[config.mk]
export PLATFORM = sky130hd
export DESIGN_NAME = busreg_datapath
export DESIGN_NICKNAME = d
export VERILOG_FILES = /design/src/rtl/busdp_pkg.sv /design/src/rtl/busdp_src_enc.sv /design/src/rtl/busdp_mux.sv /design/src/rtl/busdp_reg.sv /design/src/rtl/busreg_datapath.sv
export SDC_FILE = /design/constraint.sdc
export NUM_CORES = 1
export LEC_CHECK = 0
export CORE_MARGIN = 10
export CORE_UTILIZATION = 49
export DETAILED_ROUTE_END_ITERATION = 8
export PLACE_DENSITY = 0.87
export SLEW_MARGIN = 10
export SYNTH_ARGS = -nofsm -noshare
export SYNTH_HDL_FRONTEND = slang
export SYNTH_SLANG_ARGS = --single-unit
[constraint.sdc]
create_clock -name clk -period 3.9 [get_ports clk]
set_clock_uncertainty 0.2 [all_clocks]
set_input_delay 0.78 -clock clk [delete_from_list [all_inputs] [get_ports clk]]
set_output_delay 0.78 -clock clk [all_outputs]
set_load 0.01 [all_outputs]
[src/rtl/busdp_pkg.sv]
`timescale 1ns/1ps
// Package: widths and source codes shared by the bus datapath.
// Assumes a bus no narrower than the address registers or the output register.
package busdp_pkg;
    localparam int unsigned BUS_W   = 16;
    localparam int unsigned ADDR_W  = 12;
    localparam int unsigned CHAR_W  = 8;
    localparam int unsigned SEL_W   = 3;
    localparam int unsigned NUM_SRC = 1 << SEL_W;
    localparam int unsigned N_REQ   = NUM_SRC - 1;

    // Bus source codes; the order is fixed by the select encoding.
    localparam int unsigned SRC_NONE  = 0;
    localparam int unsigned SRC_ADDR  = 1;
    localparam int unsigned SRC_PROG  = 2;
    localparam int unsigned SRC_DATA  = 3;
    localparam int unsigned SRC_ACC   = 4;
    localparam int unsigned SRC_INSTR = 5;
    localparam int unsigned SRC_TEMP  = 6;
    localparam int unsigned SRC_MEM   = 7;
endpackage

[src/rtl/busdp_src_enc.sv]
`timescale 1ns/1ps
// Module: busdp_src_enc
// Encodes one-hot source requests into a binary bus select code.
// Select bit b is the OR of every request whose source code has bit b set.
// Assumes at most one request is active per cycle.
module busdp_src_enc #(
    parameter int unsigned SEL_W = 3,
    localparam int unsigned N_REQ = (1 << SEL_W) - 1
) (
    input  logic             clk,
    input  logic             rst_n,
    input  logic [N_REQ-1:0] req,
    output logic [SEL_W-1:0] sel
);
    // One OR tree per select bit, masked by the source codes carrying that bit.
    for (genvar b = 0; b < SEL_W; b++) begin : g_bit
        logic [N_REQ-1:0] code_mask;
        for (genvar k = 0; k < N_REQ; k++) begin : g_mask
            assign code_mask[k] = ((((k + 1) >> b) & 1) != 0);
        end
        assign sel[b] = |(req & code_mask);
    end


    req_onehot_chk: assert property (@(posedge clk) disable iff (!rst_n)
        $onehot0(req));


    req_nonzero_sel_chk: assert property (@(posedge clk) disable iff (!rst_n)
        (req != '0) |-> (sel != '0));
endmodule

[src/rtl/busdp_mux.sv]
`timescale 1ns/1ps
// Module: busdp_mux
// Selects one of the source words onto the shared bus by select code.
// Assumes the caller has already width-adjusted every source to the bus.
module busdp_mux #(
    parameter int unsigned W     = 16,
    parameter int unsigned SEL_W = 3,
    localparam int unsigned N    = 1 << SEL_W
) (
    input  logic [SEL_W-1:0] sel,
    input  logic [W-1:0]     src [N],
    output logic [W-1:0]     bus
);
    // Plain indexed selection; code 0 is the caller's zero source.
    assign bus = src[sel];
endmodule

[src/rtl/busdp_reg.sv]
`timescale 1ns/1ps
// Module: busdp_reg
// One bus destination register with synchronous clear, load and increment.
// Priority is clear, then load, then increment. HAS_INC / HAS_CLR remove
// strobes the register does not offer. Assumes d is already the bus slice.
module busdp_reg #(
    parameter int unsigned W       = 16,
    parameter bit          HAS_INC = 1'b1,
    parameter bit          HAS_CLR = 1'b1
) (
    input  logic         clk,
    input  logic         rst_n,
    input  logic         ld,
    input  logic         inc,
    input  logic         clr,
    input  logic [W-1:0] d,
    output logic [W-1:0] q
);
    logic inc_en;
    logic clr_en;

    // Strobes a variant does not have are forced inactive.
    assign inc_en = HAS_INC & inc;
    assign clr_en = HAS_CLR & clr;

    // Register update with fixed priority and synchronous reset.
    always_ff @(posedge clk) begin
        if (!rst_n)      q <= '0;
        else if (clr_en) q <= '0;
        else if (ld)     q <= d;
        else if (inc_en) q <= q + W'(1);
    end


    clr_wins_chk: assert property (@(posedge clk) disable iff (!rst_n)
        clr_en |=> (q == '0));


    ld_over_inc_chk: assert property (@(posedge clk) disable iff (!rst_n)
        (ld && !clr_en) |=> (q == $past(d)));


    inc_wrap_chk: assert property (@(posedge clk) disable iff (!rst_n)
        (inc_en && !ld && !clr_en) |=> (q == W'($past(q) + W'(1))));


    idle_hold_chk: assert property (@(posedge clk) disable iff (!rst_n)
        (!inc_en && !ld && !clr_en) |=> $stable(q));
endmodule

[src/rtl/busreg_datapath.sv]
`timescale 1ns/1ps
// Module: busreg_datapath
// Shared 16-bit bus with seven sources and six destination registers.
// Narrow registers are zero-extended onto the bus and truncate on load.
// Assumes the external sequencer raises at most one source request a cycle.
module busreg_datapath
    import busdp_pkg::*;
#(
    parameter int unsigned P_BUS_W  = BUS_W,
    parameter int unsigned P_ADDR_W = ADDR_W,
    parameter int unsigned P_CHAR_W = CHAR_W,
    parameter int unsigned P_SEL_W  = SEL_W,
    localparam int unsigned P_NREQ  = (1 << P_SEL_W) - 1,
    localparam int unsigned P_NSRC  = 1 << P_SEL_W
) (
    input  logic                clk,
    input  logic                rst_n,
    input  logic [P_NREQ-1:0]   src_req,
    input  logic [P_BUS_W-1:0]  acc_in,
    input  logic [P_BUS_W-1:0]  mem_rdata,
    input  logic                ar_ld,
    input  logic                ar_inc,
    input  logic                ar_clr,
    input  logic                pc_ld,
    input  logic                pc_inc,
    input  logic                pc_clr,
    input  logic                dr_ld,
    input  logic                dr_inc,
    input  logic                dr_clr,
    input  logic                tr_ld,
    input  logic                tr_inc,
    input  logic                tr_clr,
    input  logic                ir_ld,
    input  logic                outr_ld,
    output logic [P_SEL_W-1:0]  bus_sel,
    output logic [P_BUS_W-1:0]  bus_out,
    output logic [P_ADDR_W-1:0] ar_q,
    output logic [P_ADDR_W-1:0] pc_q,
    output logic [P_BUS_W-1:0]  dr_q,
    output logic [P_BUS_W-1:0]  tr_q,
    output logic [P_BUS_W-1:0]  ir_q,
    output logic [P_CHAR_W-1:0] outr_q,
    output logic [P_ADDR_W-1:0] mem_addr,
    output logic [P_BUS_W-1:0]  mem_wdata
);
    localparam int unsigned PAD_W = P_BUS_W - P_ADDR_W;

    logic [P_BUS_W-1:0] src_word [P_NSRC];

    // Request encoder producing the bus select code.
    busdp_src_enc #(.SEL_W(P_SEL_W)) u_enc (
        .clk   (clk),
        .rst_n (rst_n),
        .req   (src_req),
        .sel   (bus_sel)
    );

    // Source table: fixed code order, narrow registers zero-extended.
    assign src_word[SRC_NONE]  = '0;
    assign src_word[SRC_ADDR]  = {{PAD_W{1'b0}}, ar_q};
    assign src_word[SRC_PROG]  = {{PAD_W{1'b0}}, pc_q};
    assign src_word[SRC_DATA]  = dr_q;
    assign src_word[SRC_ACC]   = acc_in;
    assign src_word[SRC_INSTR] = ir_q;
    assign src_word[SRC_TEMP]  = tr_q;
    assign src_word[SRC_MEM]   = mem_rdata;

    // Bus driver selection.
    busdp_mux #(.W(P_BUS_W), .SEL_W(P_SEL_W)) u_mux (
        .sel (bus_sel),
        .src (src_word),
        .bus (bus_out)
    );

    // Address register: low bus bits only, full strobe set.
    busdp_reg #(.W(P_ADDR_W)) u_ar (
        .clk(clk), .rst_n(rst_n), .ld(ar_ld), .inc(ar_inc), .clr(ar_clr),
        .d(bus_out[P_ADDR_W-1:0]), .q(ar_q)
    );

    // Program counter: low bus bits only, full strobe set.
    busdp_reg #(.W(P_ADDR_W)) u_pc (
        .clk(clk), .rst_n(rst_n), .ld(pc_ld), .inc(pc_inc), .clr(pc_clr),
        .d(bus_out[P_ADDR_W-1:0]), .q(pc_q)
    );

    // Data register: full bus width, full strobe set.
    busdp_reg #(.W(P_BUS_W)) u_dr (
        .clk(clk), .rst_n(rst_n), .ld(dr_ld), .inc(dr_inc), .clr(dr_clr),
        .d(bus_out), .q(dr_q)
    );

    // Temporary register: full bus width, full strobe set.
    busdp_reg #(.W(P_BUS_W)) u_tr (
        .clk(clk), .rst_n(rst_n), .ld(tr_ld), .inc(tr_inc), .clr(tr_clr),
        .d(bus_out), .q(tr_q)
    );

    // Instruction register: load only.
    busdp_reg #(.W(P_BUS_W), .HAS_INC(1'b0), .HAS_CLR(1'b0)) u_ir (
        .clk(clk), .rst_n(rst_n), .ld(ir_ld), .inc(1'b0), .clr(1'b0),
        .d(bus_out), .q(ir_q)
    );

    // Output register: low byte of the bus, load only.
    busdp_reg #(.W(P_CHAR_W), .HAS_INC(1'b0), .HAS_CLR(1'b0)) u_outr (
        .clk(clk), .rst_n(rst_n), .ld(outr_ld), .inc(1'b0), .clr(1'b0),
        .d(bus_out[P_CHAR_W-1:0]), .q(outr_q)
    );

    // Memory side: address from the address register, write word from the bus.
    assign mem_addr  = ar_q;
    assign mem_wdata = bus_out;


    narrow_src_zero_chk: assert property (@(posedge clk) disable iff (!rst_n)
        ((bus_sel == P_SEL_W'(SRC_ADDR)) || (bus_sel == P_SEL_W'(SRC_PROG)))
        |-> (bus_out[P_BUS_W-1:P_ADDR_W] == '0));


    ir_hold_chk: assert property (@(posedge clk) disable iff (!rst_n)
        !ir_ld |=> $stable(ir_q));
endmodule

After elaboration in Yosys (flattened, before gate mapping) --
Index checks and enable logic that the tools add are counted.
Word-level totals: flip-flop bits (word level) 80, bits of input ports 55, output and inout bits 127, logic and storage cells 35
Operators by class: $add $sub $neg 4, order comparisons 1, muxes and demuxes 11, bitwise logic cells 2, reductions and logical operators 11
Operator list (count):
- $mux 16 | 6
- $bmux 16 s3 | 1
- $mux 12 | 4
- $add 16x1->16 const B | 2
- $add 12x1->12 const B | 2
- $reduce_or 4->1 | 3
- $reduce_bool 2->1 | 4
- $reduce_or 2->1 | 4
- $ge 4x4->1 const B | 1
- $not 3->4 | 1
- $not 1->1 | 1

Longest topological paths before layout --
depth in word-level cells 6, gate-level depth with buffers 10, depth with buffers taken out 6

Hierarchy --
Synthesis repeated with hierarchy kept, for this count alone.
Unflattened totals: cells, all modules 517, area total of the unflattened synthesis 5317.6 sq um
Modules (own cells, without submodules):
- busdp_reg (u_dr ...) | times used 2, cells each 102, area each 892.1 sq um, seq. area each 320.3 sq um
- busdp_reg (u_ar ...) | times used 2, cells each 74, area each 654.4 sq um, seq. area each 240.2 sq um
- busdp_mux | times used 1, cells each 57, area each 1071.0 sq um, seq. area each 0.0 sq um
- busdp_reg (u_ir) | times used 1, cells each 51, area each 615.6 sq um, seq. area each 320.3 sq um
- busdp_reg (u_outr) | times used 1, cells each 25, area each 301.5 sq um, seq. area each 160.2 sq um
- busreg_datapath | times used 1, cells each 29, area each 214.0 sq um, seq. area each 0.0 sq um
- busdp_src_enc | times used 1, cells each 3, area each 22.5 sq um, seq. area each 0.0 sq um

Worst setup path before layout --
OpenSTA, ideal clock, no wires.
path kind input-to-output, start point input port src_req[4], end point output port mem_wdata[3], arrival 2.328 ns, required time 2.920 ns, setup slack 0.592 ns, stages on the path 10, path buffers 4, cells stage by stage nor4_1 > buf_4 > inv_2 > buf_6 > buf_4 > nor3_1 > nor4_2 > nor2_2 > inv_1 > buf_4
On the way: longest elaborated chain between the ends 5, elaborated cells between the ends (all ways) 6, those cells by class mux: 3; bitwise: 1; reduce/logical: 2
RTL lines:
- start: declaration | RTL line busreg_datapath.sv:18 | input logic [P_NREQ-1:0] src_req,
- $reduce_or 4->1 | RTL line busdp_src_enc.sv:21 | assign sel[b] = |(req & code_mask);
- net bus_sel[0] | RTL line busreg_datapath.sv:35 | output logic [P_SEL_W-1:0] bus_sel,
- $not 3->4 (not written as such) | RTL line busdp_mux.sv:15 | assign bus = src[sel];
- $bmux 16 s3 | RTL line busdp_mux.sv:15
- $mux 16 (not written as such) (2 in series) | RTL line busdp_mux.sv:15
- end: declaration | RTL line busreg_datapath.sv:44 | output logic [P_BUS_W-1:0] mem_wdata
The timed path passes the listed nets, and every way through them passes these cells. The select of a mux whose other input is x is not followed.

Final worst setup path --
start point input port src_req[2], end point output port bus_out[1]
On the way: longest elaborated chain between the ends 5, elaborated cells between the ends (all ways) 6, those cells by class mux: 3; bitwise: 1; reduce/logical: 2
RTL lines:
- $reduce_or 4->1 | RTL line busdp_src_enc.sv:21
- $not 3->4 (not written as such) * | RTL line busdp_mux.sv:15
- $bmux 16 s3 * | RTL line busdp_mux.sv:15
- $mux 16 (not written as such) * (2 in series) | RTL line busdp_mux.sv:15
- end: declaration | RTL line busreg_datapath.sv:36 | output logic [P_BUS_W-1:0] bus_out,
Every way passes the cells marked *; elsewhere a longest branch is shown, timed or not. The select of a mux whose other input is x is not followed.

==> run_results.csv <==
group,metric,value,unit
yosys,avgSynthCellArea,7.95,um^2
yosys,yosys_register_bits,80,
worst_hold_path,hp-class,"flip-flop to flip-flop",
job,cap_violations,0,
global_routing,antenna_found_initial,0,
die,die_w,120,um
routing,drtAntennaViolNets,0,
global_routing,use_met2,0.433,
global_routing,gr-total-overflow,0,
clocking,cts_made_buffers,9,
clocking,cts_sinks,80,
yosys,synth_fp_nets,676,
clocking,tritoncts,"yes",
layout,fin_area,0.00724,mm^2
yosys,ys.flop_type,"dfxtp_1",
clocking,clockBufferDepth,2,
pwr,leakagePower,2.86,nW
clocking,worstSkewPairLatency,0.35,ns
routing,dr_total_vias,5687,
place,portBuffers,181,
global_routing,use_met1,0.310,
place,place_ws,-0.308,ns
die,dieArea,0.0144,mm^2
sta,relSlewSlack,0.305,
layout,multi_input_area,0.00302,mm^2
sta,rsz0062_at_grt,"false",
yosys,netlist_area,0.00490,mm^2
pwr,power.density,289,mW/mm^2
layout,seqCellArea,0.00160,mm^2
global_routing,use_met3,0.0966,
routing,vias_per_cell,6.19,
yosys,synth-seq-area-share,0.327,
layout,n_fill_cell,721,
global_routing,grt_max_degree,34,
sta,layout_setup_ws,0.106,ns
sta,finalHoldViolCount,0,
worst_setup_path,worst-setup-path-type,"input port to primary output",
pwr,power,2.09,mW
die,rows,36,
die,die_h,120,um
yosys,synthTopCellsByCount,"dfxtp_1, a21oi_1, o21ai_0, nor2_1, mux2i_1",
yosys,yosys.cell_count.top_type,"dfxtp_1",
yosys,synthCells,617,
die,start_util,0.502,
routing,first_pass_iters,5,
routing,initialDrtViolationCount,634,
sta,tightestPinTransition,1.04,ns
die,pin_count,182,
layout,final_core_utilization,0.741,
place,hpwl,14800,um
worst_setup_path,worstSetupStartpointType,"input port",
sta,period_share,0.973,
global_routing,grt_pass1_wl,30900,um
yosys,yosysUniqueCellTypes,49,
worst_setup_path,worstPathMaxFanout,4,
place,gp_congestion,1.04,
clocking,path_clk_slew,0.08,ns
layout,layout-drive-gt1-share,0.138,
sta,fin_tns_setup,0,ns
routing,post-route-drc-count,0,
yosys,async_flop_share,0,
global_routing,first_global_vias,5502,
yosys,synth_largest_area_cell,"dfxtp_1",
sta,drv_slew,0,
sta,setup_viol,0,
worst_setup_path,required,2.92,ns
worst_setup_path,critPathCaptureType,"primary output",
worst_setup_path,cp.arrival,2.81,ns
routing,wl,19900,um
yosys,yosys-top-cells-area,"dfxtp_1, a21oi_1, mux2i_1, o21ai_0, buf_4",
routing,wl_per_cell,21.6,um
global_routing,grt.total_usage,0.264,
yosys,yosys_warnings,0,
sta,min_period,3.79,ns
die,fp.coreArea,0.00977,mm^2
place,dpl_cell_area,0.00686,mm^2
sta,clock.fmax,264,MHz
layout,diodes,0,
clocking,htreeDepth,3,
global_routing,grt-busiest-layer,"met2",
pwr,peakVddDrop,0.218,mV
layout,finalNetCount,841,
layout,area_growth,47.7,%
yosys,synth_edf_count,0,
yosys,synth_top_area_frac,0.327,
run_status,status,"complete, no violations",
clocking,root_buffer,"clkbuf_8",
-- area by class of cell --
| class | count | area share |
|---|---|---|
| Clock buffer | 10 | 0.0176 |
| Clock inverter | 4 | 0.00657 |
| Inverter | 22 | 0.0114 |
| Multi-Input combinational cell | 446 | 0.418 |
| Sequential cell | 80 | 0.221 |
| Tap cell | 133 | 0.0230 |
| Timing Repair Buffer | 223 | 0.303 |
-- routing by layer --
layer	part of all wire	routed length, um
met5	0	0
met4	0.034	668
met3	0.12	2400
met2	0.48	9560
met1	0.36	7240
-- metrics by stage --
step / std cells / hold slack, ns
floorplan: 617 / 0.333
global placement: 901 / 0.311
detailed placement: 901 / 0.321
CTS: 918 / 0.335
global route: 918 / 0.362
finish: 918 / 0.334
-- what timing repair did --
action,in CTS,in global routing
pin swaps,6,3
hold buffers,0,0
resized for setup,58,14
endpoints found under the setup margin,32,14
buffers inserted,3,0
-- cell usage in the layout (no fill, tap or decap), types with 8 or more instances in the layout --
cell type,n
mux2i_1,28
buf_4,35
dlygate4sd2_1,28
dfxtp_1,80
nor2_2,9
a211oi_1,19
xnor2_1,22
nand4_1,21
o21ai_0,55
xor2_1,20
nor3_1,19
nor4_2,8
inv_1,21
nand2_1,27
nor4_1,9
nor2_1,37
clkbuf_8,9
a21oi_1,75
nor3_2,9
o22ai_1,10
clkdlybuf4s50_1,146
-- power breakdown --
group | switching [mW] | internal [mW]
combinational | 0.287 | 0.277
clock | 0.313 | 0.287
sequential | 0.0653 | 0.861
total | 0.665 | 1.43
-- logic make-up after synthesis --
group / synth area share
and+or+nand+nor: 0.201
buffers and inverters: 0.0977
adders and majority gates: 0.0102
xor gates and xnor gates: 0.0750
DFF: 0.327
AOI/OAI and AO/OA: 0.218
muxes: 0.0719
-- sequential cells by signal (all words and copies together) (netlist names) --
name / flops
u_pc.q: 12
u_outr.q: 8
u_dr.q: 16
u_ar.q: 12
u_tr.q: 16
u_ir.q: 16
-- worst max-delay path, stage by stage --
cell and delay [ns]:
clkdlybuf4s50_1 0.45, nor4_2 0.15, buf_4 0.19, buf_4 0.11
buf_4 0.14, mux2i_2 0.25, o22ai_1 0.11, buf_4 0.15
nor2_2 0.12, inv_1 0.06, dlygate4sd2_1 0.29
-- worst paths after layout --
check / start / endpoint / slack, ns / cells past startpoint
worst max-delay path: src_req[2] / bus_out[1] / 0.11 / 11
worst min-delay path: u_outr.q[0] / u_outr.q[0] / 0.33 / 2
worst max register to register: u_tr.q[3] / u_tr.q[15] / 1.72 / 5
worst min register to register: u_outr.q[0] / u_outr.q[0] / 0.33 / 2
Note: power is estimated with default switching activity, not from simulation.
